[src/rtl/rx_coll_filter_pkg.sv]
package rx_coll_filter_pkg;

  typedef struct packed {
    logic drop;
    logic keep;
    logic coll;
  } verdict_t;

endpackage

[src/rtl/rx_coll_filter_track.sv]
module rx_coll_filter_track #(
  parameter int CNT_W      = 11,
  parameter int SLOT_BYTES = 64
) (
  input  logic             clk,
  input  logic             rst,
  input  logic             vld,
  input  logic             sof,
  input  logic             eof,
  input  logic             coll,
  output logic             take,
  output logic             wr_ok,
  output logic             last,
  output logic [CNT_W-1:0] total,
  output logic             coll_any,
  output logic             coll_early
);
  localparam logic [CNT_W-1:0] MAXC   = {CNT_W{1'b1}};
  localparam logic [CNT_W-1:0] SLOT_C = CNT_W'(SLOT_BYTES);

  logic             active_q;
  logic             seen_q;
  logic             early_q;
  logic [CNT_W-1:0] cnt_q;

  logic [CNT_W-1:0] idx;
  logic             seen_eff;

  always_comb begin
    take       = vld && (active_q || sof);
    idx        = sof ? '0 : cnt_q;
    seen_eff   = !sof && seen_q;
    coll_any   = seen_eff || coll;
    coll_early = seen_eff ? early_q : (coll && (idx < SLOT_C));
    total      = (idx == MAXC) ? MAXC : idx + CNT_W'(1);
    wr_ok      = take && !coll_any;
    last       = take && eof;
  end

  always_ff @(posedge clk) begin
    if (rst) begin
      active_q <= 1'b0;
      seen_q   <= 1'b0;
      early_q  <= 1'b0;
      cnt_q    <= '0;
    end else if (take) begin
      active_q <= !eof;
      seen_q   <= coll_any;
      early_q  <= coll_early;
      cnt_q    <= total;
    end
  end
endmodule

[src/rtl/rx_coll_filter_judge.sv]
module rx_coll_filter_judge
  import rx_coll_filter_pkg::*;
#(
  parameter int CNT_W      = 11,
  parameter int SLOT_BYTES = 64
) (
  input  logic             last,
  input  logic [CNT_W-1:0] total,
  input  logic             coll_any,
  input  logic             coll_early,
  input  logic             low_lat,
  input  logic             runt_acc,
  output verdict_t         verdict
);
  localparam logic [CNT_W-1:0] SLOT_C = CNT_W'(SLOT_BYTES);

  logic runt;
  logic kill;

  always_comb begin
    runt = total < SLOT_C;
    if (runt) kill = coll_any || !runt_acc;
    else      kill = coll_early && !low_lat;
    verdict.drop = last && kill;
    verdict.keep = last && !kill;
    verdict.coll = coll_any;
  end
endmodule

[src/rtl/rx_coll_filter.sv]
module rx_coll_filter
  import rx_coll_filter_pkg::*;
#(
  parameter int DATA_W     = 8,
  parameter int CNT_W      = 11,
  parameter int SLOT_BYTES = 64
) (
  input  logic              clk,
  input  logic              rst,
  input  logic              in_vld,
  input  logic [DATA_W-1:0] in_data,
  input  logic              in_sof,
  input  logic              in_eof,
  input  logic              in_coll,
  input  logic              cfg_low_lat,
  input  logic              cfg_runt_acc,
  output logic              fifo_wr,
  output logic [DATA_W-1:0] fifo_data,
  output logic              fifo_drop,
  output logic              stat_vld,
  output logic              stat_coll,
  output logic [CNT_W-1:0]  stat_len
);
  logic             take;
  logic             wr_ok;
  logic             last;
  logic [CNT_W-1:0] total;
  logic             coll_any;
  logic             coll_early;
  verdict_t         verdict;

  rx_coll_filter_track #(.CNT_W(CNT_W), .SLOT_BYTES(SLOT_BYTES)) track_i (
    .clk(clk), .rst(rst), .vld(in_vld), .sof(in_sof), .eof(in_eof),
    .coll(in_coll), .take(take), .wr_ok(wr_ok), .last(last), .total(total),
    .coll_any(coll_any), .coll_early(coll_early)
  );

  rx_coll_filter_judge #(.CNT_W(CNT_W), .SLOT_BYTES(SLOT_BYTES)) judge_i (
    .last(last), .total(total), .coll_any(coll_any), .coll_early(coll_early),
    .low_lat(cfg_low_lat), .runt_acc(cfg_runt_acc), .verdict(verdict)
  );

  // single register stage on every output
  always_ff @(posedge clk) begin
    if (rst) begin
      fifo_wr   <= 1'b0;
      fifo_data <= '0;
      fifo_drop <= 1'b0;
      stat_vld  <= 1'b0;
      stat_coll <= 1'b0;
      stat_len  <= '0;
    end else begin
      fifo_wr   <= wr_ok;
      fifo_drop <= verdict.drop;
      stat_vld  <= verdict.keep;
      if (take) fifo_data <= in_data;
      if (verdict.keep) begin
        stat_coll <= verdict.coll;
        stat_len  <= total;
      end
    end
  end
endmodule

[config.mk]
export PLATFORM = sky130hd
export DESIGN_NAME = rx_coll_filter
export DESIGN_NICKNAME = d
export VERILOG_FILES = /design/src/rtl/rx_coll_filter_pkg.sv /design/src/rtl/rx_coll_filter_track.sv /design/src/rtl/rx_coll_filter_judge.sv /design/src/rtl/rx_coll_filter.sv
export SDC_FILE = /design/constraint.sdc
export NUM_CORES = 1
export LEC_CHECK = 0
export BUFFER_PORTS_ARGS = -buffer_cell sky130_fd_sc_hd__buf_2
export CAP_MARGIN = 20
export CORE_UTILIZATION = 27
export DETAILED_ROUTE_END_ITERATION = 8
export GPL_TIMING_DRIVEN = 0
export PLACE_DENSITY_LB_ADDON = 0.15
export SYNTH_ARGS = -nofsm -noshare
export SYNTH_HDL_FRONTEND = slang
export SYNTH_SLANG_ARGS = --single-unit
[constraint.sdc]
create_clock -name clk -period 5.56 [get_ports clk]
set_input_delay 1.112 -clock clk [delete_from_list [all_inputs] [get_ports clk]]
set_output_delay 1.112 -clock clk [all_outputs]
set_load 0.02 [all_outputs]
==> results of run 1 <==
[cell families (layout without fill, tap and decap cells)]
| logic type | count (synthesis) | in the layout | synth area share, % |
|---|---|---|---|
| DFF | 37 | 37 | 41.0 |
| and+or+nand+nor | 103 | 103 | 28.0 |
| buffers and inverters | 18 | 64 | 4.57 |
| xor gates and xnor gates | 7 | 7 | 3.39 |
| AOI/OAI and AO/OA | 39 | 39 | 14.3 |
| adders and majority gates | 1 | 1 | 0.692 |
| muxes | 13 | 13 | 8.03 |
[critical path: stages]
cell and delay [ps]:
buf_2 110, buf_2 240, clkbuf_1 390, nor2b_1 120, ha_1 290, and4_1 270
a41oi_1 330, nor2_1 140, nor4_4 380, mux2i_1 510, mux2_2 380
[state kept, by name, summed over array words and instances, names as in the netlist]
signal            cells
fifo_data             8
fifo_drop             1
fifo_wr               1
stat_coll             1
stat_len             11
stat_vld              1
track_i.active_q      1
track_i.cnt_q        11
track_i.early_q       1
track_i.seen_q        1
[layout make-up]
cell class | count | area [um2] | area share, %
plain buffers | 14 | 67.6 | 3.10
clock buffers | 6 | 72.6 | 3.33
clock inverters | 2 | 10.0 | 0.460
inverters | 4 | 15.0 | 0.690
multi-input cells | 163 | 985 | 45.2
flip-flops and latches | 37 | 741 | 34.0
well taps | 77 | 96.3 | 4.43
repair buffers | 38 | 190 | 8.74
[cell usage in the layout (no fill, tap or decap), types with 5 or more instances in the layout]
| cell | instances |
|---|---|
| clkbuf_8 | 5 |
| o21ai_0 | 7 |
| nor2b_1 | 9 |
| nor2_1 | 25 |
| buf_2 | 41 |
| clkbuf_1 | 8 |
| mux2i_1 | 7 |
| a21oi_1 | 17 |
| nor4_1 | 5 |
| nand2_1 | 34 |
| dfxtp_1 | 37 |
| nor3_1 | 13 |
[cell usage after synthesis, types with 2 or more instances]
master and count:
a211oi_1 4, a21oi_1 17, a31o_2 3, and2_1 2, and4_1 2, buf_1 2
buf_2 3, clkbuf_1 7, dfxtp_1 37, inv_1 4, mux2_2 4, mux2_4 2
mux2i_1 7, nand2_1 34, nand3_1 4, nor2_1 25, nor2b_1 9, nor3_1 13
nor4_1 5, o21ai_0 7, xnor2_1 3, xor2_1 4
[per-stage QoR]
stage          utilization, %  setup slack (ps)  cells
6_report                 33.9              1470    341
5_1_grt                  33.9              1300    341
4_1_cts                  33.9              1420    341
3_5_place_dp             32.6              1120    333
3_3_place_gp             32.6              1120    333
2_1_floorplan               -              1820    218
[power groups by stage]
stage / Sequential (mW) / Combinational, mW / Clock (mW)
finish: 0.281 / 0.0726 / 0.185
global route: 0.283 / 0.0814 / 0.205
CTS: 0.281 / 0.0742 / 0.190
detailed placement: 0.287 / 0.0739 / 0
global placement: 0.287 / 0.0736 / 0
floorplan: 0.292 / 0.0453 / 0
[final timing paths]
| check | start | endpoint | slack [ps] | cells past startpoint |
|---|---|---|---|---|
| worst min-delay path | fifo_data[1]$_SDFFE_PP0P_ | fifo_data[1]$_SDFFE_PP0P_ | 450 | 2 |
| worst min register to register | fifo_data[1]$_SDFFE_PP0P_ | fifo_data[1]$_SDFFE_PP0P_ | 450 | 2 |
| worst max register to register | track_i.cnt_q[0]$_SDFFE_PP0P_ | stat_len[7]$_SDFFE_PP0P_ | 2560 | 8 |
| worst max-delay path | in_sof | stat_len[7]$_SDFFE_PP0P_ | 1470 | 11 |
[metal layers]
metal  vias to the layer above  share of wire [%]  global-route usage (%)
met4                         0                1.9                    5.64
met1                       774                 48                    18.0
li1                        843                  -                       -
met5                         -                  0                       0
met3                         8                3.4                    3.07
met2                        28                 46                    22.3
==> flow_metrics.py, run 1 <==
metrics = {
    "final_layout": {
        "drive_gt1_share_pct": 24.6,
        "diodes": 0,
        "nFillCells": 681,
        "stdcell_area_um2": 2180,
        "synthToLayoutAreaGrowth_pct": 20.4,
        "nets": 280,
    },
    "place": {
        "dp_hpwl_mm": 3.36,
        "port_buffers": 38,
        "globalplace.congestion": 0.831,
        "dpl_cell_area_um2": 2090,
    },
    "critical_path": {
        "cp-end-kind": "register",
        "crit_fanout": 10,
        "cp-start-kind": "input pin",
        "required_ps": 5750,
        "crit_type": "in2reg",
        "cp.arrival_ps": 4280,
    },
    "timing": {
        "hold_ws_ps": 452,
        "slew_violations": 0,
        "worst_slew_pin_slew_ps": 794,
        "tns_ps": 0,
        "max_freq_mhz": 244,
        "slew_headroom_pct": 46.7,
        "layout_min_cycle_time_ps": 4090,
        "rsz0062_at_grt": "no",
        "period_share_pct": 73.6,
        "finalSetupViolations": 0,
        "hold_viol_final": 0,
        "finClkSkew_ps": 9.76,
    },
    "synth": {
        "synth-edff-count": 0,
        "synth_cells": 218,
        "yosys_most_used_dff": "dfxtp_1",
        "syn_nets": 235,
        "synth-seq-cells": 37,
        "synth_warnings": 0,
        "ys_top_cells_by_area": "dfxtp_1 41%, nand2_1 7.1%, nor2_1 5.2%",
        "synth_top_area_share_pct": 41.0,
        "yosysTopAreaCell": "dfxtp_1",
        "syn_avg_cell_area_um2": 8.29,
        "netlist_area_um2": 1810,
        "synthArstFlopShare_pct": 0,
        "yosysSeqAreaShare_pct": 41.0,
        "ys_types": 42,
    },
    "clock_tree": {
        "clk_pin_slew_ps": 70,
        "cts_root_buf": "clkbuf_8",
        "cts_tree": "done",
        "post_cts_resize_count": 0,
        "cts_setup_buffers": 0,
        "cts_sinks": 37,
        "ctsHoldBuffers": 0,
        "cts_buffers": 5,
        "h-tree-depth": 2,
        "clockBufferDepth": 2,
        "clk_latency_ps": 300,
    },
    "power_and_ir_drop": {
        "p_leak_nw": 0.899,
        "p_int_mw": 0.390,
        "powerDensity_nw_per_um2": 247,
        "combinationalPowerShare_pct": 13.5,
        "clockPowerShare_pct": 34.3,
        "p_seq_share_pct": 52.2,
        "ir_drop_mv": 0.0838,
        "p_switching_mw": 0.149,
        "switching_share_pct": 27.6,
        "total_power_mw": 0.539,
    },
    "detailed_routing": {
        "firstDrtPassIters": 6,
        "vias": 1653,
        "drt_drc_violations_left": 2,
        "post_drt_wl_per_cell_um": 13.1,
        "viasPerCell": 4.85,
        "dr.first_iter.drc_count": 64,
        "drtAntennaViolNets": 0,
        "drt-total-wl_mm": 4.48,
    },
    "global_route": {
        "grt_max_degree": 12,
        "antenna_found_initial": 0,
        "grt_pass1_vias": 1567,
        "grt_overflow": 0,
        "grt_pass1_wl_mm": 7.62,
        "track_usage_pct": 13.9,
    },
    "floorplan": {
        "die-area_um2": 7030,
        "core_area_um2": 6420,
        "fp-row-count": 29,
        "ios": 39,
        "die_h_um": 83.8,
        "die_width_um": 83.8,
        "initial_core_util_pct": 28.2,
    },
    "outcome": {
        "outcome": "finished with violations",
        "failed_checks": "design-rule violations",
    },
    "job": {
        "cap_violations": 0,
    },
    "hold_path": {
        "holdCritPathClass": "reg2reg",
    },
}
Power figures use the tool's default switching activity.
==> run 2: changes to the inputs <==
Clock period 5.56 ns to 3.53 ns, I/O delays scaled along.
==> flow_metrics.py, run 2 (same netlist as run 1, synthesis figures left out) <==
metrics = {
    "outcome": {
        "outcome": "finished with violations",
        "failed_checks": "design-rule violations",
    },
    "critical_path": {
        "cp-start-kind": "input pin",
        "cp-end-kind": "register",
        "cp.arrival_ps": 3580,
        "crit_type": "in2reg",
        "required_ps": 3720,
        "crit_fanout": 10,
    },
    "place": {
        "dpl_cell_area_um2": 2090,
        "globalplace.congestion": 0.831,
        "dp_slack_ps": -509,
        "port_buffers": 38,
        "placedCellCount": 333,
        "dp_hpwl_mm": 3.36,
    },
    "global_route": {
        "grt_overflow": 0,
        "grt_max_degree": 12,
        "antenna_found_initial": 0,
        "grt_pass1_wl_mm": 7.62,
        "grt_pass1_vias": 1567,
        "track_usage_pct": 13.9,
    },
    "floorplan": {
        "ios": 39,
        "fp-row-count": 29,
        "core_area_um2": 6420,
        "die_h_um": 83.8,
        "die-area_um2": 7030,
        "die_width_um": 83.8,
        "initial_core_util_pct": 28.2,
    },
    "power_and_ir_drop": {
        "powerDensity_nw_per_um2": 388,
        "p_leak_nw": 0.903,
        "ir_drop_mv": 0.132,
        "total_power_mw": 0.853,
    },
    "timing": {
        "worst_slew_pin_slew_ps": 835,
        "finClkSkew_ps": 9.74,
        "rsz0062_at_grt": "no",
        "period_share_pct": 96.2,
        "postLayoutSetupSlackWorst_ps": 134,
        "finalSetupViolations": 0,
        "hold_viol_final": 0,
        "hold_ws_ps": 452,
        "slew_headroom_pct": 43.7,
        "layout_min_cycle_time_ps": 3400,
        "slew_violations": 0,
        "max_freq_mhz": 294,
        "tns_ps": 0,
    },
    "detailed_routing": {
        "firstDrtPassIters": 6,
        "vias": 1676,
        "drt_drc_violations_left": 2,
        "drtAntennaViolNets": 0,
        "post_drt_wl_per_cell_um": 13.2,
        "drt-total-wl_mm": 4.52,
        "viasPerCell": 4.90,
        "dr.first_iter.drc_count": 72,
    },
    "final_layout": {
        "final_cell_mix": "41 x buf_2, 37 x dfxtp_1, 34 x nand2_1",
        "nets": 281,
        "synthToLayoutAreaGrowth_pct": 21.6,
        "utilization_pct": 34.2,
        "finalNonFillerCells": 342,
        "drive_gt1_share_pct": 25.7,
        "stdcell_area_um2": 2200,
        "layout.cells.most_common": "buf_2",
        "reg_top3": "stat_len x11, track_i.cnt_q x11, fifo_data x8",
        "diodes": 0,
    },
    "clock_tree": {
        "cts_tree": "done",
        "cts_root_buf": "clkbuf_8",
        "h-tree-depth": 2,
        "cts_buffers": 5,
        "clk_latency_ps": 300,
        "cts_sinks": 37,
        "clockBufferDepth": 2,
        "ctsHoldBuffers": 0,
        "clk_pin_slew_ps": 70,
    },
    "job": {
        "cap_violations": 0,
    },
    "hold_path": {
        "holdCritPathClass": "reg2reg",
    },
}
==> run 2: changes by cell type in the layout (fill, tap and decap cells not counted), sizes merged <==
| cell | change |
|---|---|
| buf | +1 |
==> run 2: where the power goes <==
| group | switching, mW | internal (mW) |
|---|---|---|
| registers | 0.0103 | 0.433 |
| clock network | 0.154 | 0.137 |
| logic | 0.0708 | 0.0475 |
| total | 0.235 | 0.617 |
==> run 2: worst paths after layout <==
check	cells after the start	to	from	slack (ps)
hold reg to reg	2	fifo_data[1]$_SDFFE_PP0P_	fifo_data[1]$_SDFFE_PP0P_	450
setup / recovery	13	stat_len[0]$_SDFFE_PP0P_	in_sof	130
setup reg to reg	10	stat_len[0]$_SDFFE_PP0P_	track_i.cnt_q[0]$_SDFFE_PP0P_	770
hold / removal	2	fifo_data[1]$_SDFFE_PP0P_	fifo_data[1]$_SDFFE_PP0P_	450
==> run 2: area by class of cell <==
| class | instances | area [um2] |
|---|---|---|
| clock buffer | 6 | 72.6 |
| timing repair buffer | 39 | 198 |
| buffer | 14 | 68.8 |
| multi-input combinational | 163 | 997 |
| sequential | 37 | 741 |
| clock inverter | 2 | 10.0 |
| inverter | 4 | 15.0 |
| tap | 77 | 96.3 |
| fill | 681 | 4220 |
==> run 2: timing repair <==
item	in CTS	in global routing
setup endpoints to repair	7	6
resized for setup	2	1
setup buffers	0	1
pin swaps	0	1
cloned	0	0
==> run 2: critical path, stage by stage <==
cell and delay, ps:
buf_2 110, buf_2 240, clkbuf_2 280, nor2b_1 90
ha_1 280, and4_1 270, a41oi_1 320, nor2_1 140
nor4_4 210, buf_4 190, mux2_4 310, buf_6 140
mux2_4 290
==> run 2: routing by layer <==
metal,up-vias,routed length [um],global-route usage (%)
met3,8,175,3.07
met2,37,2080,22.3
met5,-,0,0
met4,0,87,5.64
met1,788,2180,18.0
li1,843,-,-
